$ cat src/rtl/sramc_pkg.sv
package sramc_pkg;

  localparam int LANES   = 4;
  localparam int NUM_RGN = 2;

  typedef enum logic [1:0] {
    ST_IDLE   = 2'd0,
    ST_SETUP  = 2'd1,
    ST_STROBE = 2'd2,
    ST_HOLD   = 2'd3
  } phase_e;

  typedef struct packed {
    logic [2:0] wait_code;
    logic       setup;
    logic [1:0] hold;
    logic [1:0] width;
  } rgn_cfg_t;

  // programmed wait cycles for a 3-bit code: linear to 3, then steps of 3
  function automatic logic [3:0] wait_cycles(input logic [2:0] code);
    int n;
    if (code < 3'd4) n = int'(code);
    else             n = 3 * (int'(code) - 2);
    return 4'(n);
  endfunction

  // is byte lane 'lane' covered by an access of this width at offset 'off'
  function automatic logic lane_hit(input logic [1:0] width,
                                    input logic [1:0] off,
                                    input logic [1:0] lane);
    case (width)
      2'd0:    return off == lane;
      2'd1:    return off[1] == lane[1];
      default: return 1'b1;
    endcase
  endfunction

endpackage

$ cat src/rtl/sramc_decode.sv
module sramc_decode #(
  parameter int ADDR_W  = 29,
  parameter int SEL_W   = 3,
  parameter int NUM_RGN = 2,
  localparam int IDX_W  = (NUM_RGN > 1) ? $clog2(NUM_RGN) : 1
) (
  input  logic [ADDR_W-1:0]  addr,
  output logic [NUM_RGN-1:0] hit_vec,
  output logic               hit_any,
  output logic [IDX_W-1:0]   rgn_idx
);

  logic [SEL_W-1:0] sel;
  assign sel = addr[ADDR_W-1 -: SEL_W];

  for (genvar i = 0; i < NUM_RGN; i++) begin : g_rgn
    assign hit_vec[i] = (sel == SEL_W'(i));
  end

  assign hit_any = |hit_vec;
  assign rgn_idx = sel[IDX_W-1:0];

endmodule

$ cat src/rtl/sramc_lanes.sv
module sramc_lanes
  import sramc_pkg::*;
#(
  parameter int NLANE = LANES
) (
  input  logic [1:0]       width,
  input  logic [1:0]       off,
  output logic [NLANE-1:0] mask
);

  for (genvar l = 0; l < NLANE; l++) begin : g_lane
    assign mask[l] = lane_hit(width, off, 2'(l));
  end

endmodule

$ cat src/rtl/sramc_seq.sv
module sramc_seq
  import sramc_pkg::*;
(
  input  logic       clk,
  input  logic       rst_n,
  input  logic       start,
  input  logic       setup_en,
  input  logic [3:0] wait_init,
  input  logic [1:0] hold_init,
  input  logic       rdy_n,
  output phase_e     phase,
  output logic       strobe_on,
  output logic       cs_on,
  output logic       last_strobe
);

  logic [3:0] wcnt;
  logic [1:0] hcnt;
  logic       wait_done;

  assign wait_done   = (wcnt == 4'd0);
  assign strobe_on   = (phase == ST_STROBE);
  assign cs_on       = (phase != ST_IDLE);
  assign last_strobe = strobe_on && wait_done && !rdy_n;

  always_ff @(posedge clk or negedge rst_n) begin
    if (!rst_n) begin
      phase <= ST_IDLE;
      wcnt  <= '0;
      hcnt  <= '0;
    end else begin
      case (phase)
        ST_IDLE: if (start) begin
          phase <= setup_en ? ST_SETUP : ST_STROBE;
          wcnt  <= wait_init;
          hcnt  <= hold_init;
        end
        ST_SETUP: phase <= ST_STROBE;
        ST_STROBE: begin
          if (!wait_done)  wcnt  <= wcnt - 4'd1;
          else if (!rdy_n) phase <= (hcnt != 2'd0) ? ST_HOLD : ST_IDLE;
        end
        ST_HOLD: begin
          if (hcnt == 2'd1) phase <= ST_IDLE;
          else              hcnt  <= hcnt - 2'd1;
        end
        default: phase <= ST_IDLE;
      endcase
    end
  end


  wait_count_chk: assert property (@(posedge clk) disable iff (!rst_n)
    (phase == ST_STROBE && wcnt != 4'd0) |=>
      (phase == ST_STROBE && wcnt == 4'($past(wcnt) - 4'd1)));


  rdy_stall_chk: assert property (@(posedge clk) disable iff (!rst_n)
    (phase == ST_STROBE && wait_done && rdy_n) |=> (phase == ST_STROBE));


  setup_len_chk: assert property (@(posedge clk) disable iff (!rst_n)
    (phase == ST_SETUP) |=> (phase == ST_STROBE));


  hold_end_chk: assert property (@(posedge clk) disable iff (!rst_n)
    (phase == ST_HOLD && hcnt != 2'd1) |=> (phase == ST_HOLD));

endmodule

$ cat src/rtl/sram_cycle_gen.sv
module sram_cycle_gen
  import sramc_pkg::*;
#(
  parameter int ADDR_W = 29,
  parameter int DATA_W = 8 * LANES,
  parameter int SEL_W  = 3
) (
  input  logic              clk,
  input  logic              rst_n,
  input  logic              req_valid,
  output logic              req_ready,
  input  logic              req_write,
  input  logic [ADDR_W-1:0] req_addr,
  input  logic [DATA_W-1:0] req_wdata,
  output logic [DATA_W-1:0] rsp_rdata,
  output logic              rsp_err,
  input  logic [2:0]        r0_wait,
  input  logic              r0_setup,
  input  logic [1:0]        r0_hold,
  input  logic [1:0]        r0_width,
  input  logic [2:0]        r1_wait,
  input  logic              r1_setup,
  input  logic [1:0]        r1_hold,
  input  logic [1:0]        r1_width,
  output logic [ADDR_W-1:0] bus_addr,
  output logic [NUM_RGN-1:0] bus_cs_n,
  output logic              bus_rd_n,
  output logic [LANES-1:0]  bus_we_n,
  output logic [DATA_W-1:0] bus_wdata,
  input  logic [DATA_W-1:0] bus_rdata,
  input  logic              bus_rdy_n
);

  localparam int IDX_W = (NUM_RGN > 1) ? $clog2(NUM_RGN) : 1;

  // per-region configuration, gathered into one array
  rgn_cfg_t cfg_arr [NUM_RGN];
  assign cfg_arr[0] = '{wait_code: r0_wait, setup: r0_setup, hold: r0_hold, width: r0_width};
  assign cfg_arr[1] = '{wait_code: r1_wait, setup: r1_setup, hold: r1_hold, width: r1_width};

  logic [NUM_RGN-1:0] hit_vec;
  logic               hit_any;
  logic [IDX_W-1:0]   rgn_idx;
  rgn_cfg_t           cfg_sel;
  logic [LANES-1:0]   lane_mask;

  sramc_decode #(.ADDR_W(ADDR_W), .SEL_W(SEL_W), .NUM_RGN(NUM_RGN)) u_decode (
    .addr    (req_addr),
    .hit_vec (hit_vec),
    .hit_any (hit_any),
    .rgn_idx (rgn_idx)
  );

  assign cfg_sel = cfg_arr[rgn_idx];

  sramc_lanes #(.NLANE(LANES)) u_lanes (
    .width (cfg_sel.width),
    .off   (req_addr[1:0]),
    .mask  (lane_mask)
  );

  // named events
  phase_e phase;
  logic   idle, start, err_now, strobe_on, cs_on, last_strobe;

  assign idle    = (phase == ST_IDLE);
  assign start   = idle && req_valid && hit_any;
  assign err_now = idle && req_valid && !hit_any;

  sramc_seq u_seq (
    .clk         (clk),
    .rst_n       (rst_n),
    .start       (start),
    .setup_en    (cfg_sel.setup),
    .wait_init   (wait_cycles(cfg_sel.wait_code)),
    .hold_init   (cfg_sel.hold),
    .rdy_n       (bus_rdy_n),
    .phase       (phase),
    .strobe_on   (strobe_on),
    .cs_on       (cs_on),
    .last_strobe (last_strobe)
  );

  // access context, latched on acceptance
  logic [ADDR_W-1:0]  addr_q;
  logic [DATA_W-1:0]  wdata_q;
  logic               wr_q;
  logic [NUM_RGN-1:0] rgn_q;
  logic [LANES-1:0]   mask_q;

  always_ff @(posedge clk or negedge rst_n) begin
    if (!rst_n) begin
      addr_q    <= '0;
      wdata_q   <= '0;
      wr_q      <= 1'b0;
      rgn_q     <= '0;
      mask_q    <= '0;
      rsp_rdata <= '0;
    end else begin
      if (start) begin
        addr_q  <= req_addr;
        wdata_q <= req_wdata;
        wr_q    <= req_write;
        rgn_q   <= hit_vec;
        mask_q  <= lane_mask;
      end
      if (last_strobe && !wr_q) rsp_rdata <= bus_rdata;
    end
  end

  logic rd_act, we_act;
  assign rd_act = strobe_on && !wr_q;
  assign we_act = strobe_on && wr_q;

  assign bus_addr  = addr_q;
  assign bus_wdata = wdata_q;
  assign bus_cs_n  = ~(cs_on ? rgn_q : '0);
  assign bus_rd_n  = ~rd_act;
  assign bus_we_n  = ~(we_act ? mask_q : '0);
  assign req_ready = last_strobe || err_now;
  assign rsp_err   = err_now;


  cs_onehot_chk: assert property (@(posedge clk) disable iff (!rst_n)
    $onehot0(~bus_cs_n));


  strobe_excl_chk: assert property (@(posedge clk) disable iff (!rst_n)
    !(!bus_rd_n && bus_we_n != '1));


  err_nocs_chk: assert property (@(posedge clk) disable iff (!rst_n)
    rsp_err |-> (req_ready && bus_cs_n == '1 && bus_rd_n));


  ready_strobe_chk: assert property (@(posedge clk) disable iff (!rst_n)
    (req_ready && !rsp_err) |-> (!bus_rd_n || bus_we_n != '1));


  strobe_needs_cs_chk: assert property (@(posedge clk) disable iff (!rst_n)
    (!bus_rd_n || bus_we_n != '1) |-> (bus_cs_n != '1));

endmodule

$ cat config.mk
export PLATFORM = sky130hd
export DESIGN_NAME = sram_cycle_gen
export DESIGN_NICKNAME = d
export VERILOG_FILES = /design/src/rtl/sramc_pkg.sv /design/src/rtl/sramc_decode.sv /design/src/rtl/sramc_lanes.sv /design/src/rtl/sramc_seq.sv /design/src/rtl/sram_cycle_gen.sv
export SDC_FILE = /design/constraint.sdc
export NUM_CORES = 1
export LEC_CHECK = 0
export ABC_AREA = 1
export ABC_CLOCK_PERIOD_IN_PS = 1900
export BUFFER_PORTS_ARGS = -buffer_cell sky130_fd_sc_hd__buf_2
export CAP_MARGIN = 10
export CORE_ASPECT_RATIO = 0.8
export CORE_MARGIN = 4
export CORE_UTILIZATION = 40
export DETAILED_ROUTE_END_ITERATION = 16
export PLACE_DENSITY = 0.76
export RECOVER_POWER = 100
export REMOVE_ABC_BUFFERS = 1
export SYNTH_ARGS = -nofsm -noshare
export SYNTH_HDL_FRONTEND = slang
export SYNTH_HIERARCHICAL = 1
export SYNTH_SLANG_ARGS = --single-unit
export TNS_END_PERCENT = 10
$ cat constraint.sdc
create_clock -name clk -period 1.9 [get_ports clk]
set_clock_uncertainty 0.2 [all_clocks]
set_input_delay 0.285 -clock clk [delete_from_list [all_inputs] [get_ports clk]]
set_output_delay 0.285 -clock clk [all_outputs]
set_load 0.005 [all_outputs]
# --- Yosys cells after proc, flatten, opt, wreduce, memory -nomap -nowiden ---
# Cells that the tools add are included.
word_totals:
  inputBits: 114
  regBits: 108
  output_inout_bits: 102
  wordCells: 83
op_classes:
  order_cmp: 2
  muxes: 23
  bitwise: 5
  mul: 1
  add_sub_neg: 3
  eq_ne: 15
  reduce_logical: 25
ops:
  columns: ["cell", "count"]
  rows:
  - ["8-bit two-way mux", 3]
  - ["2-bit two-way mux", 9]
  - ["4-bit two-way mux", 4]
  - ["2-bit by 1-bit == test with 1-bit output, second input constant", 4]
  - ["2-bit == test, second input constant", 4]
  - ["1-bit logical AND", 8]
  - ["1-bit case mux with 2 select lines", 4]
  - ["2-bit case mux with 4 select lines", 1]
  - ["4-bit case mux with 2 select lines", 1]
  - ["2-bit nonzero test", 4]
  - ["2-bit logical NOT", 3]
  - ["2-bit by 1-bit inequality test with 1-bit output, second input constant", 3]
  - ["2-bit inequality test, second input constant", 3]
  - ["3-bit AND reduction", 2]
  - ["4-bit logical NOT", 1]
  - ["3-bit by 4-bit multiplier with 4-bit output, first input constant", 1]
  - ["4-bit NOT", 1]
  - ["2-bit case mux with 2 select lines", 1]
  - ["4-bit AND reduction", 1]
  - ["3-bit by 2-bit subtractor with 4-bit output, second input constant", 1]
  - ["4-bit by 1-bit subtractor with 4-bit output, second input constant", 1]
  - ["3-bit by 1-bit == test with 1-bit output, second input constant", 1]
  - ["1-bit logical NOT", 3]
  - ["3-bit logical NOT", 1]
  - ["8 further kinds", 9]

# --- Longest topological paths before layout ---
# Gate-level depths: netlist of run 1.
logic_depth:
  word_depth: 9
  depth_mapped: 13
  depth_no_buf: 12

# --- Cells and area by module ---
# Netlist of run 1, hierarchy kept.
modules_own_cells:
  columns: ["mod", "seq_area_each_um2", "instances", "cells_each", "area_each_um2"]
  rows:
  - ["sram_cycle_gen", 2502.4, 1, 481, 4048.9]
  - ["sramc_seq", 200.2, 1, 84, 564.3]
  - ["sramc_lanes", 0.0, 1, 12, 50.0]
  - ["sramc_decode", 0.0, 1, 8, 38.8]

# --- Worst setup path after synthesis of run 1 ---
# OpenSTA, ideal clock, no wires.
synth_path:
  path_type: "input to register"
  start: "input port req_addr[26]"
  end: "register u_seq.wcnt[3]"
  setup_time_ns: 0.117
  stages: 11
  t_arrival_ns: 1.776
  setup_slack_ns: -0.193
  path_buffers: 2
  required_time_ns: 1.583
  cell_sequence: "buf_4 -> buf_2 -> o21ai_0 -> inv_1 -> ha_1 -> ha_1 -> nor2_1 -> nor2_1 -> or2_2 -> nand3_1 -> nand2_1"
synth_between:
  elab_chain_cells: 9
  word_cells_on_any_way: 16
  classes_between: "1 x add/sub; 1 x mul; 1 x order compare; 2 x eq/ne; 6 x mux; 1 x bitwise; 4 x reduce/logical"
synth_rtl:
  columns: ["item", "line_no", "text"]
  rows:
  - ["start, declared", "sram_cycle_gen.sv:13", "input logic [ADDR_W-1:0] req_addr,"]
  - ["1-bit NOT with 2-bit output (implied by the code)", "sram_cycle_gen.sv:54", "assign cfg_sel = cfg_arr[rgn_idx];"]
  - ["8-bit two-way mux (implied by the code) (3 in series)", "sram_cycle_gen.sv:54", null]
  - ["3-bit by 2-bit subtractor with 4-bit output", "sramc_pkg.sv:24", "else n = 3 * (int'(code) - 2);"]
  - ["3-bit by 4-bit multiplier with 4-bit output", "sramc_pkg.sv:24", null]
  - ["4-bit two-way mux", "sramc_pkg.sv:23", "if (code < 3'd4) n = int'(code);"]
  - ["4-bit two-way mux", "sramc_seq.sv:33", "ST_IDLE: if (start) begin"]
  - ["4-bit case mux with 2 select lines", "sramc_seq.sv:32", "case (phase)"]
  - ["end signal, assigned", "sramc_seq.sv:35", "wcnt <= wait_init;"]
  - ["end signal, assigned", "sramc_seq.sv:40", "if (!wait_done) wcnt <= wcnt - 4'd1;"]
  - ["end, declared", "sramc_seq.sv:17", "logic [3:0] wcnt;"]
# Parallel ways exist; a longest one is shown, timed or not. The select of a mux whose other input is x is not followed.
# A chain may end at the register's enable or synchronous reset.

# --- Worst setup path in the final report of run 1 ---
layout_path:
  start: "register u_seq.phase[0]"
  end: "output port req_ready"
layout_between:
  elab_chain_cells: 4
  word_cells_on_any_way: 7
  classes_between: "1 x eq/ne; 6 x reduce/logical"
layout_rtl:
  columns: ["item", "line_no", "text"]
  rows:
  - ["start, declared", "sramc_seq.sv:11", "output phase_e phase,"]
  - ["start signal, assigned", "sramc_seq.sv:34", "phase <= setup_en ? ST_SETUP : ST_STROBE;"]
  - ["start signal, assigned", "sramc_seq.sv:41", "else if (!rdy_n) phase <= (hcnt != 2'd0) ? ST_HOLD : ST_IDLE;"]
  - ["2-bit == test", "sramc_seq.sv:22", "assign strobe_on = (phase == ST_STROBE);"]
  - ["1-bit logical AND (2 in series)", "sramc_seq.sv:24", "assign last_strobe = strobe_on && wait_done && !rdy_n;"]
  - ["net last_strobe", "sram_cycle_gen.sv:64", "logic idle, start, err_now, strobe_on, cs_on, last_strobe;"]
  - ["1-bit logical OR", "sram_cycle_gen.sv:120", "assign req_ready = last_strobe || err_now;"]
  - ["end, declared", "sram_cycle_gen.sv:11", "output logic req_ready,"]
# The timed path passes the listed nets, and every way through them passes these cells.

==> results summary, run 1 <==
The run finished, with violations left. The final reports fail on negative setup slack. 216 I/O pins were placed.

The die height is roughly 100 um. The number of failing hold endpoints at the final stage came out at 0. The depth of the CTS H-tree is 3. The transition time at the pin with the least slew margin is 849 ps. The proportion of synthesized flip-flops having asynchronous set or reset came out at 1.00.

Clock latency on the worst-skew pair, taken at its later pin, is 330 ps. The floorplan core area came out at 11500 um^2. The number of antenna violations at the first check in global routing is 0. The share of the synthesized area in the top cell type came out at 0.575.

The worst setup path is launched from a flop. The final clock period utilization by the worst path came out at 1.03. The met2 wire length came out at roughly 7000 um. In the final design database the tool counted 1019 nets.

Row generation in the floorplan step produced 35 rows. The total iterations of the first detailed-routing run is 5. The worst-case setup margin in the final layout came out at -61.5 ps. The leftover overflow at the end of global routing came out at 0. The post-detailed-route via-to-cell ratio is around 4.8. The analysis attributes to cell leakage a power of 3.96 nW. After detailed routing, no signal wire sits above met4. The routed wire length on met3 came out at 1460 um.

The critical path required time came out at 1410 ps. The global-route total usage across every layer came out at 0.223. The most frequently used flop master after synthesis is sky130_fd_sc_hd__dfrtp_1. The half-perimeter wire length after detailed placement came out at 9080 um.

Clock tree synthesis selected as its root buffer the cell sky130_fd_sc_hd__clkbuf_16. The number of remaining DRC errors came out at 0. The buffer levels on the longest clock path is 2.

The remaining antenna violation count after routing came out at 0. The initial utilization of the core area, before any placement, comes to 0.408. The distinct cell type count of the synthesized netlist came out at 24.

The combined area of all synthesized cells came out at 4700 um^2. The die boundary width came out at 129 um. The data arrival time of the critical path came out at 1480 ps. The routed wirelength normalized by instance count came out at 14.3 um. The synthesis warning total is 6. sky130_fd_sc_hd__dfrtp_1 takes more of the synthesized area than any other cell. The repair_antennas step left the layout with diodes totalling 0. The number of global-route vias before repair is 4966. The maximum operating frequency came out at 510 MHz. The worst hold margin is 18.0 ps. The number of endpoints failing setup at the final stage is 1.

The total number of clock tree sinks came out at 108. Setup repair after global routing could not meet its margin everywhere. After the first detailed-routing iteration, the DRC count stood at 278. The end-of-flow core utilization came out at 0.626. The number of placed cells counting well taps is 937.

The critical-path maximum fanout is 7. The number of port buffers is 215. The share of layout cells above drive strength 1 came out at 0.229. The first global-routing pass estimated 24300 um of wire. The max-slew headroom at the worst pin came out at 0.434. The most frequent cell after synthesis is sky130_fd_sc_hd__nand2_1.

The post-route non-filler standard cell count is ~1100. After synthesis, the mean cell area works out to 8.04 um^2. Sorting the synthesized cells by how often they occur yields sky130_fd_sc_hd__nand2_1 (334), sky130_fd_sc_hd__dfrtp_1 (108), sky130_fd_sc_hd__nand3_1 (43). The worst setup path is captured at an output pin. The type of the setup path with the least slack is reg -> out. The shortest period the worst path allows came out at 1960 ps.

The area overhead of the layout relative to synthesis is 53.4%. After detailed routing, the wire length on met1 is approximately 6200 um. The pre-CTS setup slack came out at -128 ps.

The number of enable-type register cells in the synthesized netlist came out at 0. The number of max-capacitance violations reported is 0. The number of vias in the routed layout is 5041. The register clock-pin slew on the reported worst setup and hold paths came out at around 70 ps. The placer's final routability congestion estimate came out at between 0.8 and 0.9. The largest net degree at the start of global routing is 69.

The post-synthesis sequential area ratio is 0.575. In this run the worst hold path is classified as in -> reg. The number of CTS-inserted buffers came out at 9. Power comes to a little under 10 mW. The synthesized instance count is 585.

In this run, synthesis produced a sequential element count of 108. The aggregate routed wire length is around 15000 um. The power density over cell area is ~1300 nW/um^2.

The peak supply drop came out at 0.908 mV. TritonCTS built the clock tree. In the post-synthesis netlist, the biggest area contributors are sky130_fd_sc_hd__dfrtp_1 (57%), sky130_fd_sc_hd__nand2_1 (27%), sky130_fd_sc_hd__nand3_1 (4.6%). The die covers 13600 um^2. The number of max-slew violations in the final report came out at 0.
## worst max-delay path, stage by stage, from the launching register on
cell                       delay, ps
sky130_fd_sc_hd__dfrtp_2         470
sky130_fd_sc_hd__inv_2            80
sky130_fd_sc_hd__nand2_1         170
sky130_fd_sc_hd__nor2_4          150
sky130_fd_sc_hd__o21bai_1        120
sky130_fd_sc_hd__buf_2           140
## registers in the layout, indices dropped and copies added, names as in the netlist
name / count
bus_addr: 29
u_seq/phase: 2
u_seq/hcnt: 2
mask_q: 4
wr_q: 1
rgn_q: 2
u_seq/wcnt: 4
bus_wdata: 32
rsp_rdata: 32
## metal layers
layer / global-route usage / vias up
li1: - / 2419
met5: 0 / -
met1: 0.288 / 2335
met3: 0.0669 / 42
met2: 0.354 / 245
met4: 0.0780 / 0
## timing repair
action                                  in CTS  in global routing
endpoints found under the setup margin       6                 17
hold buffers                                93                  0
setup buffers                                4                  2
endpoints found under the hold margin      122                  0
gates resized for setup                      6                  2
pin swaps                                    3                  2
## logic make-up after synthesis
group / synth area share
DFF: 0.575
and+or+nand+nor: 0.340
adders and majority gates: 0.0160
AOI/OAI and AO/OA: 0.0197
buffers and inverters: 0.0498
## stage by stage
stage / instance area [um^2] / setup TNS [ps]
detailed placement: 6000 / -128
floorplan: 4570 / -100210
global placement: 6000 / -66.9
CTS: 7310 / -77.4
global route: 7210 / -1200
finish: 7210 / -61.5
## layout by cell type, fill, tap and decap left out
| cell type | synthesis | final |
|---|---|---|
| sky130_fd_sc_hd__bufinv_16 | 0 | 2 |
| sky130_fd_sc_hd__inv_2 | 6 | 5 |
| sky130_fd_sc_hd__inv_1 | 21 | 21 |
| sky130_fd_sc_hd__nand4_1 | 1 | 1 |
| sky130_fd_sc_hd__o21ai_0 | 9 | 9 |
| sky130_fd_sc_hd__dlygate4sd3_1 | 0 | 93 |
| sky130_fd_sc_hd__nand3_2 | 1 | 1 |
| sky130_fd_sc_hd__buf_12 | 0 | 1 |
| sky130_fd_sc_hd__nor2_4 | 1 | 2 |
| sky130_fd_sc_hd__buf_4 | 2 | 14 |
| sky130_fd_sc_hd__ha_1 | 6 | 5 |
| sky130_fd_sc_hd__clkinv_1 | 1 | 2 |
| sky130_fd_sc_hd__nand3b_1 | 2 | 2 |
| sky130_fd_sc_hd__nand3_1 | 43 | 43 |
| sky130_fd_sc_hd__clkbuf_1 | 9 | 62 |
| sky130_fd_sc_hd__clkbuf_16 | 0 | 9 |
| sky130_fd_sc_hd__nor2_2 | 3 | 2 |
| sky130_fd_sc_hd__a21oi_1 | 2 | 2 |
| sky130_fd_sc_hd__buf_1 | 1 | 1 |
| sky130_fd_sc_hd__o21ai_1 | 6 | 6 |
| sky130_fd_sc_hd__clkinvlp_4 | 0 | 1 |
| sky130_fd_sc_hd__dfrtp_2 | 0 | 2 |
| sky130_fd_sc_hd__inv_6 | 0 | 2 |
| sky130_fd_sc_hd__ha_4 | 0 | 1 |
| sky130_fd_sc_hd__clkbuf_8 | 0 | 1 |
| sky130_fd_sc_hd__clkinv_4 | 0 | 1 |
| sky130_fd_sc_hd__buf_2 | 13 | 151 |
| sky130_fd_sc_hd__o21bai_1 | 1 | 1 |
| sky130_fd_sc_hd__nand2_2 | 5 | 4 |
| sky130_fd_sc_hd__clkbuf_4 | 0 | 1 |
| sky130_fd_sc_hd__clkbuf_2 | 0 | 3 |
| sky130_fd_sc_hd__or2_2 | 1 | 1 |
| sky130_fd_sc_hd__nand2_1 | 334 | 335 |
| sky130_fd_sc_hd__nor2_1 | 8 | 8 |
| sky130_fd_sc_hd__dfrtp_1 | 108 | 106 |
| sky130_fd_sc_hd__buf_6 | 1 | 3 |
## final cells by class
class                      instances  area, um^2
clock buffer                      10         239
clock inverter                     6        93.8
fill                             974        4300
inverter                          28         105
multi-input combinational        423        1780
sequential                       108        2710
tap                              148         185
timing repair buffer             329        2100
## where the power goes
group          switching [mW]  internal, mW
Combinational            2.02          1.52
Sequential              0.695          3.38
Clock                   0.839          1.20
Total                    3.56          6.11
## final timing paths
kind                           startpoint       endpoint  slack [ps]  cells past startpoint
max                        u_seq/phase[0]      req_ready         -60                      5
min                          bus_rdata[1]   rsp_rdata[1]          20                      3
max reg2reg                u_seq/phase[1]  bus_wdata[15]          50                      6
min reg2reg                  rsp_rdata[1]   rsp_rdata[1]         270                      2
max in group asynchronous           rst_n  bus_wdata[18]         260                      3
min in group asynchronous           rst_n   rsp_rdata[6]         390                      2
Power figures use the tool's default switching activity.
==> run 2, diff against run 1 <==
ABC_AREA = default   (was 1)
MAX_ROUTING_LAYER = met4   (was default)
==> run 2 against run 1 <==
Clock power shrank 11%. Utilization up 1.4 points. Worst hold slack better by 18 ps. Register-to-register slack worse by 310 ps. Synthesized cell count down 46%. Sequential power fell by 3%. Area after synthesis about the same. Non-clock buffer count up 3. Cell count is 24% lower. The run still ends with negative setup slack left. Wire length down 8.8%. Setup slack lost 200 ps. Die area is essentially flat. Critical path type is now reg -> reg.
==> results summary, run 2 <==
In this run the critical register-to-register path is captured at rsp_rdata[16]. The total iterations of the first detailed-routing run came out at 4 (-1). The most frequent cell after synthesis is sky130_fd_sc_hd__dfrtp_1.

The number of remaining DRC errors came to 0 (unchanged). The largest net degree at the start of global routing is 109 (+58%). The synthesized instance count is 317 (-46%).

The placement row count is 35 (unchanged). The final reports fail on negative setup slack. The number of cells traversed by the worst hold path is 2 (-1). The aggregate routed wire length came to 13800 um (-8.8%).

The area of the die came out at 13600 um^2 (about the same). The worst-case setup margin in the final layout came out at -261 ps (-200 ps). The number of antenna violations at the first check in global routing came to 0 (unchanged). The number of vias in the routed layout was 3818 (-24%). The worst hold path terminates at bus_addr[0]. The layout net count is 763 (-25%). The half-perimeter wire length after detailed placement is 8620 um (-5.0%).

The placer's final routability congestion estimate is 0.808 (+0.15%). The beginning of the worst hold path is req_addr[0]. The count of cells along the worst register-to-register path was 8 (+2). The register clock-pin slew on the reported worst setup and hold paths is 70 ps (about the same). In the layout the commonest cells are sky130_fd_sc_hd__buf_2 (144), sky130_fd_sc_hd__dfrtp_1 (108), sky130_fd_sc_hd__dlygate4sd3_1 (90), sky130_fd_sc_hd__clkbuf_1 (69), sky130_fd_sc_hd__mux2_2 (67). The cell type with the largest total area after synthesis is sky130_fd_sc_hd__dfrtp_1. The global-route total usage across every layer is 0.197 (-0.0256). The transition time at the pin with the least slew margin came out at 967 ps (+118 ps).

In this run the critical register-to-register path is launched from u_seq/wcnt[1]. The remaining antenna violation count after routing came to 0 (unchanged). The count of boundary I/O pins is 216 (unchanged). The number of enable-type register cells in the synthesized netlist was 0 (unchanged). The max-slew headroom at the worst pin came out at 0.356 (-0.0785). The critical path required time is 1920 ps (+510 ps). STA classifies the critical path startpoint as a flop.

The shortest period the worst path allows came out at 2160 ps (+200 ps). The flip-flop and latch count after synthesis came out at 108 (unchanged). The kind of cell adding the most delay to the critical path is simple AND/OR/NAND/NOR gates. The number of max-capacitance violations reported came out at 0 (unchanged). The share of layout cells above drive strength 1 is 0.480 (+0.251). The buffer levels on the longest clock path came out at 2 (unchanged). The violation count after the first detailed-routing iteration came out at 198 (-29%). The largest stage delay on the critical path is 390 ps (-80 ps). From synthesis to final layout, the design area changed by 56.8%. The number of buffer and inverter instances along the worst setup path is 3 (+1). The combined area of all synthesized cells came out at 4700 um^2 (about the same). After synthesis, the cell types taking the most area are sky130_fd_sc_hd__dfrtp_1 (57%), sky130_fd_sc_hd__mux2_2 (23%), sky130_fd_sc_hd__mux2_4 (2.9%). The maximum operating frequency came out at 463 MHz (-9.2%). The cell occurring most often along the worst timing path is sky130_fd_sc_hd__inv_2.

In this run the worst hold path is classified as in -> reg. The static leakage power is 3.47 nW (-13%). The wire length of the first global-routing pass came out at 20700 um (-15%). The leftover overflow at the end of global routing was 0 (unchanged). The number of global-route vias before repair came out at 4184 (-16%).

The number of port buffers came out at 215 (unchanged). The share of the synthesized area in the top cell type was 0.574 (about the same). The critical path goes through inv_2 > ha_4 > nor4b_4 > nand2_1 > inv_2 > nor2b_4 > clkbuf_16 > mux2_4. The die height was 105 um (about the same). Setup repair after global routing could not meet its margin everywhere.

The antenna diode instance count is 0 (unchanged). The number of endpoints failing setup at the final stage is 68 (+67). The worst setup path is captured at a flop. The final clock period utilization by the worst path is 1.14 (+0.105). The per-instance average area after synthesis came out at 14.8 um^2 (+85%). The depth of the CTS H-tree came out at 3 (unchanged).

The post-route standard cell area excluding fillers was 7370 um^2 (+2.2%). The data arrival time of the critical path came out at 2180 ps (+700 ps). The floorplan core area came out at 11500 um^2 (unchanged). The reg2reg setup slack came to -260 ps (-310 ps).

TritonCTS built the clock tree. The run finished, with violations left. The routed wirelength normalized by instance count came to 17.3 um (+21%). The worst hold margin came out at 36.0 ps (+18.0 ps). The power density over cell area was 1260 nW/um^2 (-5.7%).

By count the netlist is led by sky130_fd_sc_hd__dfrtp_1 (108), sky130_fd_sc_hd__mux2_2 (95). In the synthesized netlist the dominant register cell turns out to be sky130_fd_sc_hd__dfrtp_1. The clock latency at the later pin of the worst-skew pair is 330 ps (about the same).

The number of max-slew violations in the final report is 0 (unchanged). The total number of clock tree sinks came to 108 (unchanged). The peak supply drop is 0.899 mV (-0.90%).

The post-detailed-route via-to-cell ratio is 4.80 (about the same). The starting density of the core came to 0.408 (about the same). The synthesis warning total came out at 6 (unchanged).

The cell area after placement was 6040 um^2 (+0.58%). The die boundary width is 129 um (about the same). The clock root buffer master is sky130_fd_sc_hd__clkbuf_16. The type of the setup path with the least slack is reg -> reg. The critical-path maximum fanout was 8 (+1). The number of CTS-inserted buffers is 9 (unchanged). The post-synthesis sequential area ratio is 0.574 (about the same). The proportion of synthesized flip-flops having asynchronous set or reset came to 1.00 (unchanged).

The library cell used most frequently in the layout, excluding fill and tap cells, is sky130_fd_sc_hd__buf_2. The worst-path cell with the longest stage delay is sky130_fd_sc_hd__dfrtp_1. The distinct cell type count of the synthesized netlist is 44 (+83%). The number of failing hold endpoints at the final stage came out at 0 (unchanged).

The pre-CTS setup slack is -376 ps (-249 ps).
[run 2: changes by cell type after synthesis, sizes merged, moves of 6 or more]
| cell | change |
|---|---|
| inv | -17 |
| nand2 | -330 |
| mux2i | +6 |
| nand3 | -40 |
| clkbuf | -7 |
| o21ai | -11 |
| nor2 | -7 |
| mux2 | +106 |
[run 2: timing repair]
action | in CTS | in global routing
gates cloned | 0 | 3
pin swaps | 0 | 2
buffers inserted | 1 | 2
endpoints found under the setup margin | 35 | 43
hold buffers | 90 | 0
gates resized for setup | 4 | 40
hold endpoints to repair | 197 | 0
[run 2: cell type report]
class | count | area, um^2
inverter | 10 | 37.5
clock buffer | 11 | 253
fill | 854 | 4140
clock inverter | 5 | 43.8
multi-input combinational | 182 | 1970
sequential | 108 | 2700
timing repair buffer | 332 | 2190
tap | 148 | 185
[run 2: kinds of logic after synthesis]
| family | synth area share |
|---|---|
| AOI/OAI and AO/OA | 0.0354 |
| xor gates and xnor gates | 0.00372 |
| adders and majority gates | 0.0160 |
| buffers and inverters | 0.0388 |
| DFF | 0.574 |
| muxes | 0.274 |
| and+or+nand+nor | 0.0580 |
[run 2: worst max-delay path by stage]
stage / start / end / slack [ps] / cells after the start
finish: u_seq/wcnt[1] / rsp_rdata[16] / -260 / 8
global route: u_seq/wcnt[0] / rsp_rdata[16] / -320 / 8
CTS: u_seq/wcnt[0] / req_ready / -240 / 7
detailed placement: u_seq/wcnt[0] / rsp_rdata[19] / -380 / 8
global placement: u_seq/wcnt[0] / rsp_rdata[2] / -250 / 8
floorplan: u_seq/phase[0] / u_seq/wcnt[1] / -1690 / 4
[run 2: stage by stage]
step | TNS, ps | power [mW] | std cells | utilization
after detailed placement | -11780 | 7.19 | 684 | 0.524
after floorplan | -148270 | 5.48 | 300 | -
after global placement | -8000 | 7.03 | 684 | 0.524
final | -8650 | 9.32 | 796 | 0.640
after global routing | -13700 | 9.93 | 796 | 0.640
after CTS | -7330 | 9.22 | 791 | 0.631
[run 2: power by group]
part	total (mW)	internal, mW	switching [mW]
clock network	1.81	0.975	0.836
registers	3.96	3.32	0.642
logic	3.55	2.08	1.47
[run 2: layer usage]
metal,up-vias,global-route usage,routed length [um]
met5,-,-,0
met4,0,0.0525,210
li1,1775,-,-
met1,1879,0.229,5600
met2,147,0.329,6920
met3,17,0.0634,1040
==> run 3, diff against run 2 <==
BUFFER_PORTS_ARGS = -buffer_cell sky130_fd_sc_hd__buf_4   (was -buffer_cell sky130_fd_sc_hd__buf_2)
==> run 3 against run 2 <==
The run still ends with negative setup slack left. Sequential cell count unchanged. Wire length hardly changed. Setup slack better by 63 ps. Critical endpoint is now rsp_rdata[5]. Largest cell class is now non-clock buffers. Highest routed layer unchanged.
==> results summary, run 3 (same netlist as run 2, synthesis figures left out) <==
The post-route non-filler standard cell count was 803 (+0.88%). The critical-path maximum fanout came out at 8 (unchanged). The die height is 105 um (unchanged). The type of the most critical hold path is in -> reg. The layout net count is 770 (+0.92%).

The count of boundary I/O pins is 216 (unchanged). The most common cell after layout, fill and taps aside is sky130_fd_sc_hd__buf_4. The number of remaining DRC errors came out at 0 (unchanged).

The count of cells along the worst register-to-register path came out at 9 (+1). The largest net degree at the start of global routing is 42 (-61%). The wire length of the first global-routing pass came to 21800 um (+5.5%). The placer's final routability congestion estimate came to 0.808 (about the same). The number of antenna violations at the first check in global routing is 0 (unchanged). The remaining antenna violation count after routing came to 0 (unchanged). The leftover overflow at the end of global routing came out at 0 (unchanged). The clock latency at the later pin of the worst-skew pair came out at 330 ps (about the same).

The routed wirelength normalized by instance count came out at 17.2 um (-0.80%). The antenna diode instance count came out at 0 (unchanged). The total iterations of the first detailed-routing run came out at 4 (unchanged).

The number of vias in the routed layout came out at 3815 (-0.079%). The placement row count is 35 (unchanged). The depth of the CTS H-tree was 3 (unchanged). The starting density of the core was 0.408 (unchanged). The half-perimeter wire length after detailed placement is 9170 um (+6.4%). The register clock-pin slew on the reported worst setup and hold paths was 70 ps (about the same). The area overhead of the layout relative to synthesis is 67.9%. The number of failing hold endpoints at the final stage is 0 (unchanged). The die boundary width came out at 129 um (unchanged).

The number of endpoints failing setup at the final stage is 33 (-51%). The total negative setup slack came out at -6150 ps (+2500 ps). The worst-case setup margin in the final layout came out at -199 ps (+62.7 ps). The number of port buffers came to 215 (unchanged). The shortest period the worst path allows came to 2100 ps (-62.7 ps). The number of max-slew violations in the final report came out at 0 (unchanged). The TritonCTS clock tree is built. The max-slew headroom at the worst pin came out at 0.455 (+0.0990).

In this run the critical register-to-register path is captured at rsp_rdata[5]. The final reports fail on negative setup slack. The number of global-route vias before repair was 4252 (+1.6%). The global-route total usage across every layer came to 0.208 (+0.0109). The floorplan core area is 11500 um^2 (unchanged). STA classifies the critical path startpoint as a flop. Setup repair after global routing could not meet its margin everywhere. The end-of-flow core utilization was 0.686 (+0.0454).

The area of the die came out at 13600 um^2 (unchanged). STA classifies the critical path endpoint as a flop. The post-detailed-route via-to-cell ratio came out at 4.75 (-0.95%).

The number of placed cells counting well taps came out at 683 (-0.15%). The static leakage power is 3.74 nW (+7.8%). The maximum operating frequency came to 477 MHz (+3.0%). The path with the worst hold slack has its endpoint at bus_addr[1].

The final clock period utilization by the worst path is 1.10 (-0.0330). The number of cells traversed by the worst hold path is 2 (unchanged). The tree is rooted in a sky130_fd_sc_hd__clkbuf_16.

The power density over cell area came out at 1250 nW/um^2 (-0.78%). The library cells used most frequently in the layout, excluding fill and tap cells, are sky130_fd_sc_hd__buf_4 (142), sky130_fd_sc_hd__dfrtp_1 (106), sky130_fd_sc_hd__dlygate4sd3_1 (91), sky130_fd_sc_hd__mux2_2 (83), sky130_fd_sc_hd__clkbuf_4 (62). The aggregate routed wire length is 13800 um (about the same). The transition time at the pin with the least slew margin came to 818 ps (-149 ps). The critical path required time is 1920 ps (about the same).

The data arrival time of the critical path is 2120 ps (-60 ps). The share of layout cells above drive strength 1 came to 0.547 (+0.0666). The buffer levels on the longest clock path is 2 (unchanged). The type of the setup path with the least slack is reg -> reg.

The reg2reg setup slack came out at -200 ps (+60 ps). In this run the critical register-to-register path is launched from u_seq/wcnt[1]. The number of max-capacitance violations reported is 0 (unchanged). The violation count after the first detailed-routing iteration is 142 (-28%). The beginning of the worst hold path is req_addr[1]. The number of CTS-inserted buffers is 9 (unchanged).

The run finished, with violations left. The peak supply drop came to 0.822 mV (-8.6%). The total number of clock tree sinks is 108 (unchanged).
run 3: cell types whose count changed in the layout (fill, tap and decap cells not counted), sizes merged:
cell         before  now
clkbuf           83  105
dlygate4sd3      90   91
bufinv            0    2
buf             170  152
clkinv            2    4
clkinvlp          2    0
run 3: metrics by stage:
step	power [mW]	hold WS, ps	worst slack [ps]	area (um^2)
detailed placement	7.81	61.0	-432	6580
global placement	7.66	53.4	-263	6580
global route	10.5	11.0	-278	7900
finish	9.90	24.4	-199	7900
floorplan	5.48	-211	-1690	4560
CTS	10.2	8.35	-219	8000
run 3: report_power, final:
| group | switching [mW] | internal (mW) | leakage [nW] |
|---|---|---|---|
| combinational | 1.47 | 2.48 | 2.24 |
| clock | 0.828 | 1.16 | 0.161 |
| sequential | 0.643 | 3.32 | 1.34 |
run 3: final cells by class:
type | instances | area, um^2
clock buffer | 9 | 225
fill | 808 | 3620
clock inverter | 7 | 98.8
tap | 148 | 185
inverter | 10 | 37.5
timing repair buffer | 339 | 2730
multi-input combinational | 182 | 1910
sequential | 108 | 2710
run 3: routing by layer:
metal	track usage	routed length [um]	vias up
li1	-	-	1788
met1	0.250	5720	1847
met2	0.345	6770	159
met3	0.0654	1090	21
met4	0.0435	189	0
met5	-	0	-
run 3: worst max path at each step:
stage	start	endpoint	slack [ps]	depth (start not counted)
after floorplan	u_seq/phase[0]	u_seq/wcnt[1]	-1690	4
after global placement	u_seq/wcnt[0]	rsp_rdata[2]	-260	8
after detailed placement	u_seq/wcnt[0]	rsp_rdata[23]	-430	8
after CTS	u_seq/wcnt[1]	rsp_rdata[19]	-220	9
after global routing	u_seq/wcnt[1]	req_ready	-280	8
final	u_seq/wcnt[1]	rsp_rdata[5]	-200	9
run 3: worst max-delay path: stages (launching register included):
cell and delay [ps]:
sky130_fd_sc_hd__dfrtp_1 390, sky130_fd_sc_hd__inv_2 90, sky130_fd_sc_hd__ha_4 130, sky130_fd_sc_hd__nor4b_4 230, sky130_fd_sc_hd__nand2_2 100, sky130_fd_sc_hd__inv_2 70
sky130_fd_sc_hd__nor2b_4 150, sky130_fd_sc_hd__buf_4 150, sky130_fd_sc_hd__buf_12 140, sky130_fd_sc_hd__mux2_1 340
run 3: repair_timing:
action,CTS,global route
setup endpoints to repair,36,43
setup buffers,8,3
hold buffers,91,0
endpoints found under the hold margin,119,0
gates cloned,1,1
resized for setup,28,5
pin swaps,3,1
